==> config.mk <==
export PLATFORM = sky130hd
export DESIGN_NAME = strap_i2c_ctl
export DESIGN_NICKNAME = d
export VERILOG_FILES = /design/src/rtl/ctl_pkg.sv /design/src/rtl/i2c_line_sync.sv /design/src/rtl/i2c_slave_fsm.sv /design/src/rtl/ctl_regfile.sv /design/src/rtl/strap_i2c_ctl.sv
export SDC_FILE = /design/constraint.sdc
export NUM_CORES = 1
export LEC_CHECK = 0
export BUFFER_PORTS_ARGS = -buffer_cell sky130_fd_sc_hd__clkbuf_2
export CAP_MARGIN = 20
export CORE_ASPECT_RATIO = 1.5
export CORE_MARGIN = 5
export CORE_UTILIZATION = 61
export DETAILED_ROUTE_END_ITERATION = 6
export HOLD_SLACK_MARGIN = 0.12
export PLACE_DENSITY = 0.79
export SLEW_MARGIN = 20
export SYNTH_ARGS = -nofsm -noshare
export SYNTH_HDL_FRONTEND = slang
export SYNTH_SLANG_ARGS = --single-unit
==> constraint.sdc <==
create_clock -name clk -period 3.88 [get_ports clk]
set_input_delay 0.194 -clock clk [delete_from_list [all_inputs] [get_ports clk]]
set_output_delay 0.194 -clock clk [all_outputs]
set_load 0.02 [all_outputs]
==> src/rtl/ctl_pkg.sv <==
package ctl_pkg;

    localparam int          BYTE_W     = 8;
    localparam int          NUM_CTL    = 4;
    localparam int          PTR_W      = $clog2(NUM_CTL);
    localparam logic [6:0]  DEV_ADDR   = 7'b0001100;
    localparam logic [7:0]  STATUS_PTR = 8'h04;

    typedef enum logic [2:0] {
        ST_IDLE,
        ST_RECV,
        ST_ACK,
        ST_SEND,
        ST_HOLD
    } fsm_e;

    typedef enum logic [1:0] {
        PH_ADDR,
        PH_PTR,
        PH_DATA
    } phase_e;

    typedef struct packed {
        logic thr;
        logic gain;
        logic rate;
        logic ampl;
    } ctl_t;

    typedef struct packed {
        logic              en;
        logic [BYTE_W-1:0] ptr;
        logic [BYTE_W-1:0] data;
    } wr_req_t;

    typedef struct packed {
        logic start;
        logic stop;
        logic scl_rise;
        logic scl_fall;
        logic sda;
    } bus_ev_t;

    function automatic logic addr_hit(input logic [BYTE_W-1:0] b);
        return b[BYTE_W-1:1] == DEV_ADDR;
    endfunction

endpackage

==> src/rtl/i2c_line_sync.sv <==
module i2c_line_sync
    import ctl_pkg::*;
#(
    parameter int STAGES = 2
) (
    input  logic    clk,
    input  logic    rst,
    input  logic    scl_i,
    input  logic    sda_i,
    output bus_ev_t ev
);

    logic [STAGES-1:0] scl_sh, sda_sh;
    logic              scl_q, sda_q;
    logic              scl_s, sda_s;

    assign scl_s = scl_sh[STAGES-1];
    assign sda_s = sda_sh[STAGES-1];

    always_ff @(posedge clk) begin
        if (rst) begin
            scl_sh <= '1;
            sda_sh <= '1;
            scl_q  <= 1'b1;
            sda_q  <= 1'b1;
        end else begin
            scl_sh <= {scl_sh[STAGES-2:0], scl_i};
            sda_sh <= {sda_sh[STAGES-2:0], sda_i};
            scl_q  <= scl_s;
            sda_q  <= sda_s;
        end
    end

    always_comb begin
        ev.scl_rise = scl_s & ~scl_q;
        ev.scl_fall = ~scl_s & scl_q;
        ev.start    = scl_s & scl_q & sda_q & ~sda_s;
        ev.stop     = scl_s & scl_q & ~sda_q & sda_s;
        ev.sda      = sda_s;
    end

endmodule

==> src/rtl/i2c_slave_fsm.sv <==
module i2c_slave_fsm
    import ctl_pkg::*;
(
    input  logic              clk,
    input  logic              rst,
    input  logic              enable,
    input  bus_ev_t           ev,
    input  logic [BYTE_W-1:0] rd_data,
    output logic [BYTE_W-1:0] ptr,
    output wr_req_t           wr,
    output logic              sda_oe,
    output logic              busy
);

    fsm_e              state;
    phase_e            phase;
    logic [3:0]        cnt;
    logic [BYTE_W-1:0] sh;
    logic              rw;

    assign busy = (state != ST_IDLE);

    always_ff @(posedge clk) begin
        if (rst) begin
            state  <= ST_IDLE;
            phase  <= PH_ADDR;
            cnt    <= '0;
            sh     <= '0;
            ptr    <= '0;
            rw     <= 1'b0;
            sda_oe <= 1'b0;
            wr     <= '0;
        end else begin
            wr.en <= 1'b0;
            if (!enable) begin
                state  <= ST_IDLE;
                sda_oe <= 1'b0;
            end else if (ev.start) begin
                state  <= ST_RECV;
                phase  <= PH_ADDR;
                cnt    <= '0;
                sda_oe <= 1'b0;
            end else if (ev.stop) begin
                state  <= ST_IDLE;
                sda_oe <= 1'b0;
            end else begin
                case (state)
                    ST_RECV: begin
                        if (ev.scl_rise) begin
                            sh  <= {sh[BYTE_W-2:0], ev.sda};
                            cnt <= cnt + 4'd1;
                        end else if (ev.scl_fall && cnt == 4'd8) begin
                            cnt <= '0;
                            case (phase)
                                PH_ADDR: begin
                                    if (addr_hit(sh)) begin
                                        rw     <= sh[0];
                                        state  <= ST_ACK;
                                        sda_oe <= 1'b1;
                                    end else begin
                                        state <= ST_IDLE;
                                    end
                                end
                                PH_PTR: begin
                                    ptr    <= sh;
                                    state  <= ST_ACK;
                                    sda_oe <= 1'b1;
                                end
                                default: begin
                                    wr     <= '{en: 1'b1, ptr: ptr, data: sh};
                                    state  <= ST_ACK;
                                    sda_oe <= 1'b1;
                                end
                            endcase
                        end
                    end
                    ST_ACK: begin
                        if (ev.scl_fall) begin
                            case (phase)
                                PH_ADDR: begin
                                    if (rw) begin
                                        state  <= ST_SEND;
                                        sh     <= rd_data;
                                        sda_oe <= ~rd_data[BYTE_W-1];
                                        cnt    <= 4'd1;
                                    end else begin
                                        state  <= ST_RECV;
                                        phase  <= PH_PTR;
                                        sda_oe <= 1'b0;
                                    end
                                end
                                PH_PTR: begin
                                    state  <= ST_RECV;
                                    phase  <= PH_DATA;
                                    sda_oe <= 1'b0;
                                end
                                default: begin
                                    state  <= ST_HOLD;
                                    sda_oe <= 1'b0;
                                end
                            endcase
                        end
                    end
                    ST_SEND: begin
                        if (ev.scl_fall) begin
                            if (cnt == 4'd8) begin
                                state  <= ST_HOLD;
                                sda_oe <= 1'b0;
                            end else begin
                                sh     <= {sh[BYTE_W-2:0], 1'b0};
                                sda_oe <= ~sh[BYTE_W-2];
                                cnt    <= cnt + 4'd1;
                            end
                        end
                    end
                    default: ;
                endcase
            end
        end
    end

endmodule

==> src/rtl/ctl_regfile.sv <==
module ctl_regfile
    import ctl_pkg::*;
(
    input  logic                      clk,
    input  logic                      rst,
    input  logic                      mode,
    input  wr_req_t                   wr,
    input  logic [BYTE_W-1:0]         rd_ptr,
    input  ctl_t                      straps,
    output logic [BYTE_W-1:0]         rd_data,
    output ctl_t                      ctl,
    output logic [NUM_CTL*BYTE_W-1:0] regs_flat
);

    logic [BYTE_W-1:0] regs_q [NUM_CTL];
    ctl_t              ctl_reg;

    always_ff @(posedge clk) begin
        if (rst) begin
            for (int i = 0; i < NUM_CTL; i++) regs_q[i] <= '0;
        end else if (wr.en) begin
            for (int i = 0; i < NUM_CTL; i++)
                if (wr.ptr == 8'(i)) regs_q[i] <= wr.data;
        end
    end

    generate
        for (genvar g = 0; g < NUM_CTL; g++) begin : g_flat
            assign regs_flat[g*BYTE_W +: BYTE_W] = regs_q[g];
        end
    endgenerate

    assign ctl_reg = '{thr: regs_q[3][0], gain: regs_q[2][0],
                       rate: regs_q[1][0], ampl: regs_q[0][0]};
    assign ctl     = mode ? ctl_reg : straps;

    always_comb begin
        if (rd_ptr < 8'(NUM_CTL))
            rd_data = regs_q[rd_ptr[PTR_W-1:0]];
        else if (rd_ptr == STATUS_PTR)
            rd_data = {4'b0, ctl};
        else
            rd_data = '0;
    end

endmodule

==> src/rtl/strap_i2c_ctl.sv <==
module strap_i2c_ctl
    import ctl_pkg::*;
#(
    parameter int SYNC_STAGES = 2
) (
    input  logic clk,
    input  logic rst,
    input  logic mode_i,
    input  logic strap_ampl_i,
    input  logic strap_rate_i,
    input  logic strap_gain_i,
    input  logic strap_thr_i,
    input  logic scl_i,
    input  logic sda_i,
    output logic sda_oe_o,
    output logic ctl_ampl_o,
    output logic ctl_rate_o,
    output logic ctl_gain_o,
    output logic ctl_thr_o
);

    bus_ev_t                   ev;
    wr_req_t                   wr;
    logic                      wr_en;
    logic [BYTE_W-1:0]         ptr;
    logic [BYTE_W-1:0]         rd_data;
    logic                      busy;
    ctl_t                      straps;
    ctl_t                      ctl;
    logic [NUM_CTL*BYTE_W-1:0] regs_flat;

    assign straps = '{thr: strap_thr_i, gain: strap_gain_i,
                      rate: strap_rate_i, ampl: strap_ampl_i};
    assign wr_en  = wr.en;

    i2c_line_sync #(.STAGES(SYNC_STAGES)) u_sync (
        .clk   (clk),
        .rst   (rst),
        .scl_i (scl_i),
        .sda_i (sda_i),
        .ev    (ev)
    );

    i2c_slave_fsm u_fsm (
        .clk     (clk),
        .rst     (rst),
        .enable  (mode_i),
        .ev      (ev),
        .rd_data (rd_data),
        .ptr     (ptr),
        .wr      (wr),
        .sda_oe  (sda_oe_o),
        .busy    (busy)
    );

    ctl_regfile u_regs (
        .clk       (clk),
        .rst       (rst),
        .mode      (mode_i),
        .wr        (wr),
        .rd_ptr    (ptr),
        .straps    (straps),
        .rd_data   (rd_data),
        .ctl       (ctl),
        .regs_flat (regs_flat)
    );

    assign ctl_ampl_o = ctl.ampl;
    assign ctl_rate_o = ctl.rate;
    assign ctl_gain_o = ctl.gain;
    assign ctl_thr_o  = ctl.thr;

endmodule

**Word level (Yosys, flattened, before mapping)**

Memory sizes are Yosys's and may differ from the RTL's. A register that Yosys moved wholly into a read port is not among the register bits.
Cells that the tools add are included.

- Add/sub/neg operators: 1
- Magnitude comparators: 1
- Equal/unequal tests: 33
- Mux-type cells: 73
- Bitwise gates (word level): 24
- Reductions and logical operators: 22

Operators by type and width:

| operator | count |
|---|---|
| 2-to-1 mux 8 bit | 11 |
| 2-to-1 mux 4 bit | 11 |
| 2-to-1 mux 1 bit | 29 |
| one-hot mux 8 bit (3 select lines) | 1 |
| AND reduction 6 bit | 4 |
| 2-to-1 mux 2 bit | 10 |
| inequality test 4 x 3 -> 1 bit (second input constant) | 5 |
| 2-to-1 mux 17 bit | 1 |
| equality test 8 x 2 -> 1 bit (second input constant) | 2 |
| 2-to-1 mux 3 bit | 5 |
| inequality test 3 x 2 -> 1 bit (second input constant) | 5 |
| inequality test 2 x 1 -> 1 bit (second input constant) | 7 |
| AND reduction 7 bit | 2 |
| inverter 1 bit | 13 |
| one-hot mux 4 bit (3 select lines) | 1 |
| AND reduction 10 bit | 1 |
| one-hot mux 3 bit (3 select lines) | 1 |
| AND reduction 9 bit | 1 |
| equality test 8 x 1 -> 1 bit (second input constant) | 1 |
| equality test 8 x 3 -> 1 bit (second input constant) | 1 |
| zero test 8 bit | 1 |
| less-than comparator 8 x 3 -> 1 bit (second input constant) | 1 |
| AND reduction 8 bit | 1 |
| AND 1 bit | 7 |
| other kinds (22) | 32 |

- Flip-flop bits (word level): 50
- Bits in writable memories: 32
- Input bits: 9
- Word-level logic and storage cells: 170
- Memories: 1

Memory list:

| name | depth | bits a word | rd ports | clocked after memory_dff | wr ports | RTL line | RTL |
|---|---|---|---|---|---|---|---|
| u_regs.regs_q | 4 | 8 | 5 | 1 | 4 | ctl_regfile.sv:15 | `logic [BYTE_W-1:0] regs_q [NUM_CTL];` |

**Longest topological paths before layout**

An unclocked memory read counts as a cell.

- Word-level depth: 9
- Gate-level depth with buffers: 9
- Depth with buffers taken out: 7

**Hierarchy**

A second synthesis with hierarchy kept.

- Cell total of the unflattened synthesis: 398
- Area total of the unflattened synthesis: 4067.7 sq um

Modules (own cells, without submodules):

| module | instances | cells an instance | area an instance (sq um) | seq. area each (sq um) |
|---|---|---|---|---|
| i2c_slave_fsm | 1 | 259 | 2160.8 | 880.8 |
| ctl_regfile | 1 | 122 | 1709.1 | 960.9 |
| i2c_line_sync | 1 | 17 | 197.7 | 120.1 |

**Least setup slack after synthesis**

Ideal clock, no wire load.

- Kind: flip-flop to flip-flop
- Start point: register u_fsm.wr[13] (netlist name)
- End point: memory u_regs.regs_q[0][0], enable pin
- Arrival: 1497 ps
- Setup slack: 1996 ps
- Stages on the path, launching flop included: 4
- Path through: dfxtp_1 > nor4_1 > nand3_1 > o31ai_1

RTL lines:

| what | RTL line |
|---|---|
| end: declaration | ctl_regfile.sv:15 |

**Final worst setup path**

- Start point: register u_fsm.state[0]
- End point: register u_fsm.wr[5] (netlist name)

- Longest elaborated chain between the ends: 2

Ends and longest elaborated chain:

| what | RTL line | RTL |
|---|---|---|
| start: declaration | i2c_slave_fsm.sv:15 | `fsm_e state;` |
| start signal: assignment | i2c_slave_fsm.sv:25 | `state <= ST_IDLE;` |
| start signal: assignment | i2c_slave_fsm.sv:36 | `state <= ST_IDLE;` |
| start signal: assignment | i2c_slave_fsm.sv:39 | `state <= ST_RECV;` |
| equality test 3 x 1 -> 1 bit | i2c_slave_fsm.sv:47 | `case (state)` |
| AND reduction 7 bit (no line) | - |  |

Every way passes these cells.
A chain may end at the register's enable or synchronous reset.

==> key figures <==
Status
  – Status: completed

Worst setup path
  – Startpoint Class: flip-flop
  – CP required: a little over 4 ns
  – WP data arrival: 2.47 ns
  – WS Path Type: flip-flop to flip-flop
  – Crit-path max FO: 16
  – Worst setup EP type: flip-flop

Routing
  – Wirelength per Cell: between 20 and 25 um
  – First DRT Iteration DRCs: between 200 and 300
  – DR vias: between 2,000 and 3,000
  – Final ANT Viol Nets: 0
  – DR vias/cell: 6.27
  – Drt drc: 0
  – Pre-antenna DRT Iters: 5
  – Routed wire length: around 9300 um

Clock network
  – Resized Gates After CTS: 0
  – CTS tree: built
  – Htree depth: 3
  – Setup bufs post-CTS: 0
  – CTS buffer count: 9
  – Reg clk slew, reported paths: ~0.08 ns
  – Worst-Skew Late Latency: approximately 0.36 ns
  – Largest buffer count on any clock path: 2
  – CTS sink count: 84
  – Clock Root Buffer: clkbuf_8
  – Cts hold-fix bufs: 2

Logic synthesis
  – Post-Synthesis Cells: 370
  – Syn_area_per_cell: 10.5 um2
  – Cell Area, Synth: approximately 3900 um2
  – Top-count cell post-synth: dfxtp_1
  – Post-synthesis cell type count: between 50 and 60
  – EDFF count, synth: 32
  – Synth top area cells: dfxtp_1 (27%), edfxtp_1 (25%), and2_1 (5.3%)
  – Post-Synth Simple-Gate Area: about a quarter
  – Most frequent cells after synthesis: dfxtp_1 (52), nand2_1 (46), and2_1 (33)
  – Post-synthesis mux area share: between 8 and 9%
  – Register area share after synthesis: 51.6%
  – XOR/XNOR share of the synthesized area: less than 1%
  – Adder and majority gate portion of the synthesized area: 0.645%
  – Asr flop ratio synth: 0%
  – Synth top area share: a little over a quarter
  – Post-synthesis compound-gate area fraction: roughly 12%
  – Synth Register Bits: 84
  – Area leader, netlist: dfxtp_1
  – Synth Warn #: 0
  – Main combinational cell family by area after synthesis: simple AND/OR/NAND/NOR gates
  – Syn_nets: around 380
  – Synth Flop Type: dfxtp_1

STA
  – Slew margin rel.: between 30% and 40%
  – Worst slew pin tran: approximately 1.0 ns
  – Clk_skew: between 0.015 and 0.02 ns
  – Fin. max-slew vios: 0
  – Fin crit share: between 50% and 60%
  – # setup viols final: 0
  – RSZ-0062 raised after global routing: no
  – Final hold vios: 0
  – Min Hold Slack: ~0.36 ns
  – Max Fclk: between 400 and 500 MHz
  – Post-route minimum period: roughly 2.2 ns
  – Final setup TNS: 0 ns

Floorplanning
  – Rows: 35
  – Die W: approximately 75 um
  – Boundary Pins: 14
  – Initial Util: a little over three fifths
  – Core Area: slightly above 6000 um2
  – Die area: about 8100 um2
  – Die H: around 110 um

Placed design
  – GP Congestion: a little over 0.9
  – Port buffer count: 13
  – Dpl hpwl: between 6000 and 7000 um

Power
  – Max VDD drop: about 0.32 mV
  – Leakage: around 1.5 nW
  – Pwr dens: between 400 and 500 nW/um2

Global routing
  – All-Layer GR Usage: roughly a quarter
  – Antenna violations before repair: 0
  – Maximum number of pins on one net before global-route repair: between 40 and 50
  – Vias in the first global route: around 2,800
  – First-pass GRT wire length: 15,100 um
  – GRT overflow: 0

Cells and area
  – FILL cells: 467
  – Area growth syn-to-layout: 8.77%
  – ANT cells: 0
  – Fin nets: 390
  – Layout cells sized above 1: roughly 16%

Min path
  – HP Class: primary input to flip-flop

Run
  – Max_cap viols: 0
==> cell families (layout without fill, tap and decap cells) <==
kind of cell | after synthesis | count (layout)
DFF | 84 | 84
xor gates and xnor gates | 1 | 1
buffers and inverters | 24 | 38
AOI/OAI and AO/OA | 64 | 64
muxes | 21 | 21
adders and majority gates | 2 | 2
and+or+nand+nor | 174 | 174
==> critical path: stages (launching register included) <==
cell and delay [ns]:
dfxtp_1 0.63, nand4b_1 0.28, nor3b_4 0.30, and3_1 0.57, nand2_1 0.16, a21oi_1 0.17
==> layer usage <==
metal	global-route usage (%)	wire length, um	share of wire (%)	vias to the layer above
met4	14.2	446	4.8	0
li1	-	-	-	1354
met5	0	0	0	-
met2	43.0	4870	52	109
met1	29.4	3550	38	1377
met3	5.33	455	4.9	31
==> cell usage in the layout, fill, tap and decap left out, types with 6 or more instances in the layout <==
cell type	Yosys	layout
nor3_1	6	6
clkbuf_2	0	13
inv_1	6	6
o21ai_0	9	7
dfxtp_1	52	52
edfxtp_1	32	32
mux2i_1	9	9
a22oi_1	7	7
and2_1	33	33
mux4_2	8	8
a21oi_1	21	21
clkbuf_8	0	11
nor2_1	31	31
nand2_1	46	46
a211oi_1	6	6
nand3_1	16	16
or2_2	7	7
==> stage by stage <==
step / setup WS [ns] / cells / instance area [um2] / utilization [%] / total power [mW]
5_1_grt: 1.48 / 458 / 4220 / 68.3 / 1.81
6_report: 1.67 / 458 / 4220 / 68.3 / 1.75
3_5_place_dp: 1.48 / 440 / 3950 / 63.9 / 1.04
2_1_floorplan: 2.00 / 370 / 3880 / - / 1.01
4_1_cts: 1.58 / 458 / 4210 / 68.2 / 1.75
3_3_place_gp: 1.59 / 440 / 3950 / 63.9 / 1.03
==> sequential cells by signal, summed over array words and instances (netlist names), 2 cells and up, named ones only <==
| name | cells |
|---|---|
| u_fsm.state | 3 |
| u_regs.regs_q | 32 |
| u_sync.sda_sh | 2 |
| u_fsm.cnt | 4 |
| u_fsm.phase | 2 |
| u_fsm.sh | 8 |
| u_fsm.ptr | 8 |
| u_fsm.wr | 17 |
| u_sync.scl_sh | 2 |
==> final cells by class <==
| cell class | instances | area (um2) | share of cell area, % |
|---|---|---|---|
| clock inverter | 3 | 47.5 | 1.13 |
| clock buffer | 13 | 201 | 4.77 |
| sequential | 84 | 2000 | 47.4 |
| timing repair buffer | 15 | 85.1 | 2.02 |
| inverter | 7 | 26.3 | 0.623 |
| tap | 74 | 92.6 | 2.19 |
| multi-input combinational | 262 | 1760 | 41.8 |
==> final timing paths <==
check | endpoint | depth (start not counted) | slack (ns) | startpoint
setup / recovery | u_fsm.wr[5]$_SDFFE_PP0P_ | 5 | 1.67 | u_fsm.state[0]$_SDFFE_PP0P_
hold / removal | u_fsm.state[0]$_SDFFE_PP0P_ | 3 | 0.36 | mode_i
setup reg to reg | u_fsm.wr[5]$_SDFFE_PP0P_ | 5 | 1.67 | u_fsm.state[0]$_SDFFE_PP0P_
hold reg to reg | u_sync.scl_sh[1]$_SDFF_PP1_ | 1 | 0.42 | u_sync.scl_sh[0]$_SDFF_PP1_
==> power breakdown <==
group,switching [mW],internal [mW]
logic,0.0422,0.0270
clock network,0.318,0.413
registers,0.0165,0.934
Note: power is estimated with default switching activity, not from simulation.
